### config.mk
export PLATFORM = sky130hd
export DESIGN_NAME = chk_fsm
export DESIGN_NICKNAME = d
export VERILOG_FILES = /design/src/rtl/leaf_rst_chk_pkg.sv /design/src/rtl/chk_fsm.sv
export SDC_FILE = /design/constraint.sdc
export NUM_CORES = 1
export LEC_CHECK = 0
export CORE_AREA = 2 2 39 41
export DETAILED_ROUTE_END_ITERATION = 7
export DIE_AREA = 0 0 41 43
export DONT_BUFFER_PORTS = 1
export GPL_TIMING_DRIVEN = 0
export PLACE_DENSITY = 0.36
export SLEW_MARGIN = 20
export SYNTH_ARGS = -nofsm -noshare
export SYNTH_HDL_FRONTEND = slang
export SYNTH_SLANG_ARGS = --single-unit
### constraint.sdc
create_clock -name clk_i -period 2.25 [get_ports clk_i]
set_input_delay 0.5625 -clock clk_i [delete_from_list [all_inputs] [get_ports clk_i]]
set_output_delay 0.5625 -clock clk_i [all_outputs]
set_load 0.01 [all_outputs]
### src/rtl/leaf_rst_chk_pkg.sv
package leaf_rst_chk_pkg;
  typedef enum logic [2:0] {
    ST_IDLE,
    ST_WAIT_PARENT,
    ST_WAIT_LEAF,
    ST_WAIT_RELEASE,
    ST_ERROR
  } chk_state_e;
endpackage

### src/rtl/chk_fsm.sv
module chk_fsm
  import leaf_rst_chk_pkg::*;
(
  input  logic       clk_i,
  input  logic       rst_ni,
  input  logic       leaf_s_i,
  input  logic       parent_s_i,
  input  logic       leaf_act_i,
  input  logic       parent_act_i,
  input  logic       sw_req_i,
  input  logic       expired_i,
  output logic       run_o,
  output logic       clr_o,
  output logic       err_o
);
  chk_state_e state_q, state_d;
  logic       sw_seen_q;
  logic       released;
  logic       cause;

  assign released = !leaf_act_i && !parent_act_i;
  assign cause    = parent_s_i || sw_seen_q;
  assign clr_o    = (state_q == ST_WAIT_RELEASE) && released;
  assign run_o    = (state_q == ST_WAIT_PARENT) || (state_q == ST_WAIT_LEAF);
  assign err_o    = (state_q == ST_ERROR);

  always_ff @(posedge clk_i or negedge rst_ni) begin
    if (!rst_ni)       sw_seen_q <= 1'b0;
    else if (sw_req_i) sw_seen_q <= 1'b1;
    else if (clr_o)    sw_seen_q <= 1'b0;
  end

  always_comb begin
    state_d = state_q;
    unique case (state_q)
      ST_IDLE: begin
        if (leaf_s_i && cause) state_d = ST_WAIT_RELEASE;
        else if (leaf_s_i)     state_d = ST_WAIT_PARENT;
        else if (cause)        state_d = ST_WAIT_LEAF;
      end
      ST_WAIT_PARENT: begin
        if (cause)          state_d = ST_WAIT_RELEASE;
        else if (expired_i) state_d = ST_ERROR;
      end
      ST_WAIT_LEAF: begin
        if (leaf_s_i)       state_d = ST_WAIT_RELEASE;
        else if (expired_i) state_d = ST_ERROR;
      end
      ST_WAIT_RELEASE: begin
        if (released && !leaf_s_i && !parent_s_i && !sw_seen_q) state_d = ST_IDLE;
      end
      ST_ERROR: state_d = ST_ERROR;
      default:  state_d = ST_ERROR;
    endcase
  end

  always_ff @(posedge clk_i or negedge rst_ni) begin
    if (!rst_ni) state_q <= ST_IDLE;
    else         state_q <= state_d;
  end

  assert_err_sticky_R7: assert property (@(posedge clk_i) disable iff (!rst_ni)
    state_q == ST_ERROR |=> state_q == ST_ERROR);
  assert_no_direct_err_R4: assert property (@(posedge clk_i) disable iff (!rst_ni)
    state_q == ST_IDLE |=> state_q != ST_ERROR);
  assert_release_needs_leaf_R1: assert property (@(posedge clk_i) disable iff (!rst_ni)
    $rose(state_q == ST_WAIT_RELEASE) |-> $past(leaf_s_i));
endmodule

Yosys cells after proc, flatten, opt, wreduce, memory -nomap -nowiden
Cells that the tools add are included.

storage, ports and cells
  flip-flop bits (word level) = 4
  input port bits = 8
  output and inout port bits = 3
  word-level logic and storage cells = 34

cells by class
  equal/unequal tests = 6
  multiplexer cells = 10
  reductions and logical operators = 16

operators by type and width
  operator                                                                  number
  3-bit 2-to-1 mux                                                          7
  3-bit case mux with 4 select lines                                        1
  3-bit by 2-bit equality test with 1-bit output (second input constant)    2
  1-bit logical AND                                                         6
  1-bit zero test                                                           5
  4-bit inequality test (second input constant)                             1
  3-bit by 1-bit equality test with 1-bit output (second input constant)    1
  3-bit equality test (second input constant)                               1
  3-bit zero test                                                           1
  1-bit logical OR                                                          2
  1-bit 2-to-1 mux                                                          2
  2-bit by 1-bit inequality test with 1-bit output (second input constant)  1
  2-bit AND reduction                                                       1
  2-bit nonzero test                                                        1

Depth between registers and ports, before layout
Gate-level depths: netlist of run 1.

  word-level depth = 7
  mapped depth = 3

Least setup slack after synthesis of run 1
OpenSTA, ideal clock, no wires.

  path kind = input to output
  from = input leaf_act_i
  to = output clr_o
  data arrival time = 0.969 ns
  path slack = 0.718 ns
  cell stages on the path = 2
  path through = nor2_1 > and4b_1

on the way
  longest elaborated chain between the ends = 3

ends and longest elaborated chain
  element            RTL line       RTL
  start, declared    chk_fsm.sv:8   input logic leaf_act_i,
  1-bit zero test    chk_fsm.sv:21  assign released = !leaf_act_i && !parent_act_i;
  1-bit logical AND  chk_fsm.sv:21
  1-bit logical AND  chk_fsm.sv:23  assign clr_o = (state_q == ST_WAIT_RELEASE) && released;
  end, declared      chk_fsm.sv:13  output logic clr_o,

No other way between the ends.

Worst setup path in the final report of run 1
  from = register state_q[0]
  to = output err_o

on the way
  longest elaborated chain between the ends = 1

ends and longest elaborated chain
  element                 RTL line       RTL
  start, declared         chk_fsm.sv:16  chk_state_e state_q, state_d;
  start signal, assigned  chk_fsm.sv:59  else state_q <= state_d;
  3-bit equality test     chk_fsm.sv:25  assign err_o = (state_q == ST_ERROR);
  end, declared           chk_fsm.sv:14  output logic err_o

No other way between the ends.

==> impl_metrics.json, run 1 <==
{
  "root_buffer": "clkbuf_4",
  "drt_iter0_drc": 4,
  "dieArea_um2": 1760,
  "vias_per_cell": 4.12,
  "totalPowerFinal_mw": 0.280,
  "yosys.area.top_type": "dfrtp_1",
  "rr_startpoint": "state_q[1]$_DFFE_PN0P_",
  "skew_ns": 0.00253,
  "hpwlAfterDp_um": 382,
  "synth_top_area_share_pct": 44.4,
  "finalNonFillerCells": 42,
  "peakVddDrop_mv": 0.264,
  "crit_buf_inv": 0,
  "placed_area_um2": 245,
  "final_util_pct": 19.3,
  "cts_buffer_depth": 2,
  "wl_um": 476,
  "cpMaxStageDelayCell": "dfrtp_1",
  "drc": 0,
  "clk_pin_slew_ns": 0.04,
  "hold_ws_ns": 0.0256,
  "setup_viol": 0,
  "gp_congestion": 0.679,
  "synthTopCellsByArea": "dfrtp_1 (44%), a31oi_1 (8.3%), nor2b_4 (6.1%), nor2_1 (5.0%), and4b_1 (4.4%)",
  "finalCriticalPeriod_ns": 1.66,
  "timing.fmax_ghz": 0.604,
  "grt_pass1_wl_um": 738,
  "post-place-cells": 39,
  "fp.dieW_um": 41,
  "die_y_um": 43,
  "syn-num-nets": 31,
  "cts_resized": 0,
  "place_ws_ns": 0.655,
  "cts_tree": "yes",
  "area_delta_synth_final_pct": 18.9,
  "stdcell_area_um2": 268,
  "portBuffers": 0,
  "start_kind": "flop",
  "syn_area_um2": 225,
  "period_share_pct": 73.6,
  "clk_latency_ns": 0.23,
  "cp.required_ns": 1.69,
  "final_cell_mix": "dfrtp_1 (4), nor2_1 (3), a31oi_1 (3), clkbuf_4 (3), inv_1 (2)",
  "multiInputGateArea_um2": 118,
  "hold_viol_final": 0,
  "path_class": "flop to output port",
  "ys_warn_count": 0,
  "layout_setup_ws_ns": 0.595,
  "nets": 36,
  "vias": 173,
  "wl_met1_um": 204,
  "postSynthAreaPerCell_um2": 9.79,
  "startpoint": "state_q[0]$_DFFE_PN0P_",
  "wire_per_inst_um": 11.3,
  "p_leak_nw": 0.119,
  "crit_chain": "nor3b_1",
  "cp-end-kind": "output port",
  "floorplan.initialDensity_pct": 16.3,
  "coreArea_um2": 1380,
  "crit_fanout": 7,
  "synth-seq-area-share_pct": 44.4,
  "antenna_left": 0,
  "grt_max_degree": 8,
  "grt_use_total_pct": 6.86,
  "htree_levels": 1,
  "drive_above_1_share_pct": 19.2,
  "wl_met2_um": 240,
  "antennaDiodeCount": 0,
  "tns_ns": 0,
  "rsz0062_at_grt": "false",
  "fill_cells": 153,
  "rows": 14,
  "holdCritPathClass": "primary input to asynchronous set/reset pin",
  "post_cts_buffers": 0,
  "crit_family": "flip-flops",
  "dr.pass1.iters": 3,
  "worstMarginPinSlew_ns": 0.431,
  "ctsHoldBuffers": 0,
  "seqCellArea_um2": 100,
  "worstPathArrival_ns": 1.09,
  "cts_buffers": 3,
  "cp_slowest_stage_delay_ns": 0.43,
  "status": "finished, final reports clean",
  "overflow": 0,
  "slew_headroom_pct": 71.2,
  "first_global_vias": 176,
  "ys_types": 15,
  "finalMaxSlewViolations": 0,
  "wl_met3_um": 30,
  "powerDensity_nw_per_um2": 1040,
  "drv_cap": 0,
  "ioPinCount": 11,
  "ys_ff_latch": 4,
  "antenna_found_initial": 0,
  "layout.cells.most_common": "dfrtp_1",
  "cts.sinks": 4,
  "top_layer_used": "met3",
  "syn_inst": 23
}
==> Yosys cell counts <==
| cell type | number |
|---|---|
| a31oi_1 | 3 |
| and2_1 | 1 |
| and4b_1 | 1 |
| dfrtp_1 | 4 |
| inv_1 | 2 |
| nand2_1 | 1 |
| nand3_1 | 1 |
| nor2_1 | 3 |
| nor2b_4 | 1 |
| nor3_1 | 1 |
| nor3_2 | 1 |
| nor3b_1 | 1 |
| o211a_1 | 1 |
| o21bai_1 | 1 |
| xnor2_1 | 1 |
==> worst paths after layout <==
check	endpoint	slack [ns]	cells past startpoint
min in group clk_i	sw_seen_q$_DFFE_PN0P_	0.44	1
hold reg to reg	state_q[2]$_DFFE_PN0P_	0.54	2
max in group asynchronous	state_q[0]$_DFFE_PN0P_	2.15	0
hold / removal	state_q[1]$_DFFE_PN0P_	0.03	0
setup reg to reg	state_q[0]$_DFFE_PN0P_	1.21	3
setup / recovery	err_o	0.59	1
==> power by group <==
group	internal, mW	leakage, nW	switching [mW]	total (mW)
logic	0.0383	0.0596	0.0346	0.0729
clock network	0.0594	0.0138	0.0266	0.0861
registers	0.0921	0.0454	0.0284	0.121
==> registers in the layout, indices dropped and copies added, names as in the netlist <==
| name | count |
|---|---|
| state_q | 3 |
| sw_seen_q | 1 |
==> layer usage <==
metal  GRT usage, %  vias to the layer above
li1               -                       89
met1           8.17                       77
met2           7.81                        7
met3           4.71                        0
met4           6.00                        0
met5              0                        -
==> cell families after synthesis <==
logic type      synth area share [%]
compound gates                  16.1
xor+xnor                        3.89
buf+inv                         3.33
flops                           44.4
simple gates                    32.2
==> final cells by class <==
cell class	count	share of cell area, %
multi-input combinational	17	43.9
inverter	2	2.80
sequential	4	37.4
clock buffer	3	8.41
tap	16	7.48
Note: power is estimated with default switching activity, not from simulation.
==> inputs of run 2 (changes only) <==
==> constraint.sdc (replaced) <==
create_clock -name clk_i -period 1.3 [get_ports clk_i]
set_input_delay 0.325 -clock clk_i [delete_from_list [all_inputs] [get_ports clk_i]]
set_output_delay 0.325 -clock clk_i [all_outputs]
set_load 0.01 [all_outputs]
==> run 2 against run 1 <==
Cell area increased by 16%. Setup slack got worse by 0.58 ns. Total power increased by 100%. Flip-flop and latch count unchanged. Combinational power increased to 2.7 times the previous value. Cell count increased by 9.5%. Core utilization increased by 3.2 points. Count of clock-buffer cells in the layout unchanged. Routed wire length increased by 12%. Die area unchanged. Largest cell class unchanged.
==> impl_metrics.json, run 2 (same netlist as run 1, synthesis figures left out) <==
{
  "floorplan.initialDensity_pct": 16.3,
  "nets": 40,
  "cts_tree": "yes",
  "portBuffers": 0,
  "peakVddDrop_mv": 0.472,
  "coreArea_um2": 1380,
  "gp_congestion": 0.679,
  "drive_above_1_share_pct": 43.3,
  "powerDensity_nw_per_um2": 1800,
  "worstMarginPinSlew_ns": 0.249,
  "finalMaxSlewViolations": 0,
  "crit_fanout": 6,
  "timing.fmax_ghz": 0.775,
  "clk_pin_slew_ns": 0.03,
  "overflow": 0,
  "grt_use_total_pct": 7.57,
  "top_register": "state_q",
  "wire_per_inst_um": 11.6,
  "antenna_left": 0,
  "vias": 194,
  "drt_iter0_drc": 5,
  "p_leak_nw": 0.136,
  "path_class": "flop to output port",
  "holdCritPathClass": "primary input to flop",
  "clk_latency_ns": 0.23,
  "rows": 14,
  "dr.pass1.iters": 4,
  "cp.required_ns": 0.98,
  "grt_pass1_wl_um": 841,
  "stdcell_area_um2": 312,
  "largest_reg_flops": 3,
  "fill_cells": 152,
  "area_delta_synth_final_pct": 38.3,
  "htree_levels": 1,
  "grt_max_degree": 8,
  "start_kind": "flop",
  "wl_um": 532,
  "hold_viol_final": 0,
  "antennaDiodeCount": 0,
  "drv_cap": 0,
  "drc": 0,
  "ioPinCount": 11,
  "antenna_found_initial": 0,
  "status": "finished, final reports clean",
  "skew_ns": 0.00248,
  "period_share_pct": 99.2,
  "cts.sinks": 4,
  "slew_headroom_pct": 83.3,
  "reg_top3": "state_q: 3 flops, sw_seen_q: 1 flops",
  "final_util_pct": 22.5,
  "setup_viol": 0,
  "worstPathArrival_ns": 0.97,
  "placed_area_um2": 245,
  "cts_buffer_depth": 2,
  "vias_per_cell": 4.22,
  "dieArea_um2": 1760,
  "hpwlAfterDp_um": 382,
  "finalCriticalPeriod_ns": 1.29,
  "cts_buffers": 3,
  "root_buffer": "clkbuf_4",
  "fp.dieW_um": 41,
  "rsz0062_at_grt": "true",
  "cp-end-kind": "output port",
  "first_global_vias": 206,
  "final_cell_mix": "a31oi_1 (3), clkbuf_4 (3), buf_4 (3)",
  "die_y_um": 43
}
-- run 2: changes by cell type in the layout (fill, tap and decap cells not counted) --
cell	previous run	this run
nor2_2	0	1
and4b_1	1	0
nor3b_1	1	0
dfrtp_1	4	2
nor2_1	3	2
and4b_2	0	1
nor3b_2	0	1
buf_4	0	3
dfrtp_2	0	2
dlygate4sd3_1	0	1
-- run 2: layout make-up --
type	instances	area (µm²)	share of cell area [%]
flip-flops and latches	4	103	32.9
well taps	16	20.0	6.43
repair buffers	4	32.5	10.4
inverters	2	7.51	2.41
clock buffers	3	22.5	7.23
multi-input cells	17	126	40.6
-- run 2: worst max-delay path, cell delays in order (launching register included) --
cell     delay [ns]
dfrtp_2        0.44
xnor2_1        0.15
nor2_2         0.15
-- run 2: layer usage --
| layer | global-route usage (%) | share of wire, % | vias to the layer above |
|---|---|---|---|
| li1 | - | - | 96 |
| met1 | 8.50 | 40 | 91 |
| met2 | 9.38 | 53 | 7 |
| met3 | 5.24 | 6.8 | 0 |
| met4 | 6.00 | 0 | 0 |
| met5 | 0 | 0 | - |
-- run 2: stage by stage --
stage | setup slack [ns] | power (mW) | TNS [ns] | std cells | hold WS (ns)
6_report | 0.00996 | 0.560 | 0 | 46 | 0.207
5_1_grt | -0.0358 | 0.608 | -0.0992 | 46 | 0.209
4_1_cts | -0.00250 | 0.557 | -0.00250 | 45 | 0.201
3_5_place_dp | 0.106 | 0.338 | 0 | 39 | 0.0296
3_3_place_gp | 0.133 | 0.342 | 0 | 39 | 0.0296
2_1_floorplan | 0.209 | 0.311 | 0 | 23 | 0.0294
-- run 2: worst paths after layout --
path | from | end | slack, ns | depth (start not counted)
setup / recovery | state_q[0]$_DFFE_PN0P_ | run_o | 0.01 | 2
min in group asynchronous | rst_ni | state_q[2]$_DFFE_PN0P_ | 0.36 | 1
setup reg to reg | state_q[1]$_DFFE_PN0P_ | state_q[0]$_DFFE_PN0P_ | 0.27 | 3
max in group asynchronous | rst_ni | state_q[0]$_DFFE_PN0P_ | 0.75 | 1
hold reg to reg | sw_seen_q$_DFFE_PN0P_ | sw_seen_q$_DFFE_PN0P_ | 0.59 | 2
hold / removal | sw_req_i | sw_seen_q$_DFFE_PN0P_ | 0.21 | 1
-- run 2: power by group --
part | internal [mW] | switching [mW] | total, mW
Sequential | 0.164 | 0.0501 | 0.214
Clock | 0.103 | 0.0455 | 0.148
Combinational | 0.117 | 0.0814 | 0.198
-- run 2: repair_timing --
item / CTS / global route
endpoints found under the hold margin: 4 / 0
resized for setup: 5 / 0
setup buffers: 2 / 1
hold buffers: 1 / 0
setup endpoints to repair: 3 / 3
==> inputs of run 3 (changes only) <==
--- a/config.mk
+++ b/config.mk
@@ -5,12 +5,14 @@
 export SDC_FILE = /design/constraint.sdc
 export NUM_CORES = 1
 export LEC_CHECK = 0
+export ABC_AREA = 1
+export CAP_MARGIN = 20
 export CORE_AREA = 2 2 39 41
 export DETAILED_ROUTE_END_ITERATION = 7
 export DIE_AREA = 0 0 41 43
 export DONT_BUFFER_PORTS = 1
 export GPL_TIMING_DRIVEN = 0
-export PLACE_DENSITY = 0.36
+export PLACE_DENSITY = 0.38
 export SLEW_MARGIN = 20
 export SYNTH_ARGS = -nofsm -noshare
 export SYNTH_HDL_FRONTEND = slang
==> run 3 against run 2 <==
The run now ends with negative setup slack left. Flip-flop and latch count is the same. Count of clock-buffer cells in the layout is the same. Non-clock buffer count shrank 1. Total power shrank 48%. Die area is the same. First-iteration DRC count shrank 100%. Synthesized cell count grew 57%. Core utilization grew 1.3 points. Combinational power shrank 95%. Hold slack lost 0.0062 ns. Critical path depth is the same.
==> impl_metrics.json, run 3 <==
{
  "htree_levels": 1,
  "powerDensity_nw_per_um2": 883,
  "grt_use_total_pct": 8.27,
  "final_cell_mix": "nand2_1 (7), inv_1 (5), nand3_1 (5)",
  "ys_ff_latch": 4,
  "drc": 0,
  "top_register": "state_q",
  "postSynthAreaPerCell_um2": 6.92,
  "hpwlAfterDp_um": 407,
  "netlist_top_cells_count": "nand2_1 (8), inv_1 (5), nand3_1 (5), nor2_1 (5), dfrtp_1 (4)",
  "yosys.area.top_type": "dfrtp_1",
  "timing.fmax_ghz": 0.767,
  "skew_ns": 0.00339,
  "syn_area_um2": 249,
  "crit_fanout": 8,
  "ys_types": 13,
  "antenna_left": 0,
  "syn_inst": 36,
  "p_leak_nw": 0.167,
  "portBuffers": 0,
  "ioPinCount": 11,
  "startpoint": "state_q[1]$_DFFE_PN0P_",
  "setup_viol": 1,
  "coreArea_um2": 1380,
  "area_delta_synth_final_pct": 32.2,
  "first_global_vias": 225,
  "root_buffer": "clkbuf_4",
  "slew_headroom_pct": 84.5,
  "period_share_pct": 100,
  "cts_buffers": 3,
  "cp-end-kind": "output port",
  "final_util_pct": 23.8,
  "worstMarginPinSlew_ns": 0.232,
  "cts_tree": "yes",
  "drive_above_1_share_pct": 31.7,
  "status": "complete, but fails checks",
  "floorplan.initialDensity_pct": 18.0,
  "finalMaxSlewViolations": 0,
  "synthTopCellsByArea": "dfrtp_1 (40%), nand2_1 (12%), nand3_1 (10%), inv_1 (7.5%), nor2_1 (7.5%)",
  "clk_latency_ns": 0.24,
  "hp-start": "sw_req_i",
  "largest_reg_flops": 3,
  "dr.pass1.iters": 1,
  "synth_top_area_share_pct": 40.2,
  "wire_per_inst_um": 9.02,
  "rr_worst_depth": 5,
  "peakVddDrop_mv": 0.464,
  "synthArstFlopShare_pct": 100,
  "vias_per_cell": 4.11,
  "holdCritPathClass": "primary input to flop",
  "clk_pin_slew_ns": 0.04,
  "rows": 14,
  "stdcell_area_um2": 329,
  "start_kind": "flop",
  "synth-seq-area-share_pct": 40.2,
  "die_y_um": 43,
  "ys_warn_count": 0,
  "synth_most_common_cell": "nand2_1",
  "rr_startpoint": "state_q[1]$_DFFE_PN0P_",
  "wl_um": 514,
  "cp.required_ns": 0.98,
  "reg_top3": "state_q: 3 flops, sw_seen_q: 1 flops",
  "cts_buffer_depth": 2,
  "grt_pass1_wl_um": 917,
  "vias": 234,
  "layout_setup_ws_ns": -0.00379,
  "dieArea_um2": 1760,
  "overflow": 0,
  "antenna_found_initial": 0,
  "layout.cells.most_common": "nand2_1",
  "seqCellArea_um2": 101,
  "ys.flop_type": "dfrtp_1",
  "path_class": "flop to output port",
  "worstPathArrival_ns": 0.98,
  "drv_cap": 0,
  "nets": 51,
  "antennaDiodeCount": 0,
  "cts.sinks": 4,
  "rsz0062_at_grt": "true",
  "hold_depth": 1,
  "syn-num-nets": 44,
  "hold_viol_final": 0,
  "fp.dieW_um": 41,
  "drt_iter0_drc": 0,
  "synth_edf_count": 0,
  "multiInputGateArea_um2": 138,
  "grt_max_degree": 9,
  "gp_congestion": 0.728,
  "placed_area_um2": 269,
  "violations": "negative setup slack",
  "fill_cells": 159,
  "finalCriticalPeriod_ns": 1.30
}
[run 3: report_power, final]
part	switching [mW]	internal, mW
sequential	0.0000000000000000111	0.125
combinational	0.00574	0.00396
clock	0.0524	0.103
[run 3: cell families (layout without fill, tap and decap cells)]
family / count (synthesis) / count (layout) / share of synthesized area [%]
flops: 4 / 4 / 40.2
buf+inv: 7 / 12 / 12.1
simple gates: 22 / 22 / 40.7
compound gates: 3 / 3 / 7.04
[run 3: metal layers]
layer  GRT usage [%]  share of wire, %  wire [µm]
met4            4.00                 0          0
met5               0                 0          0
met2            8.44                39        199
met3            6.81                11         57
met1            11.7                50        257
[run 3: worst paths after layout]
check | to | slack (ns)
worst max-delay path | err_o | -0.004
worst min-delay path | sw_seen_q$_DFFE_PN0P_ | 0.20
worst max register to register | state_q[0]$_DFFE_PN0P_ | 0.37
worst min register to register | sw_seen_q$_DFFE_PN0P_ | 0.54
max in group asynchronous | state_q[0]$_DFFE_PN0P_ | 0.75
min in group asynchronous | state_q[1]$_DFFE_PN0P_ | 0.36
[run 3: metrics by stage]
stage	instances	setup TNS (ns)	hold WS, ns	setup slack (ns)	total power [mW]
final	57	-0.00379	0.201	-0.00379	0.291
after global routing	57	-0.160	0.202	-0.0720	0.307
after CTS	57	-0.0488	0.195	-0.0214	0.297
after detailed placement	52	0	0.0296	0.116	0.132
after global placement	52	0	0.0295	0.0954	0.132
after floorplan	36	0	0.0294	0.183	0.131
[run 3: critical path, stage by stage, from the launching register on]
cell and delay [ns]:
dfrtp_1 0.35, buf_4 0.16, nor3_2 0.23
[run 3: timing repair]
item                                    4_1_cts  5_1_grt
hold buffers                                  1        0
endpoints found under the setup margin        3        3
pin swaps                                     1        0
endpoints found under the hold margin         4        0
resized for setup                             6        1
setup buffers                                 1        0
[run 3: area by class of cell]
class | count | share of cell area, %
flip-flops and latches | 4 | 30.8
inverters | 6 | 6.84
multi-input cells | 25 | 41.8
clock buffers | 3 | 6.84
plain buffers | 1 | 2.28
well taps | 16 | 6.08
repair buffers | 2 | 5.32
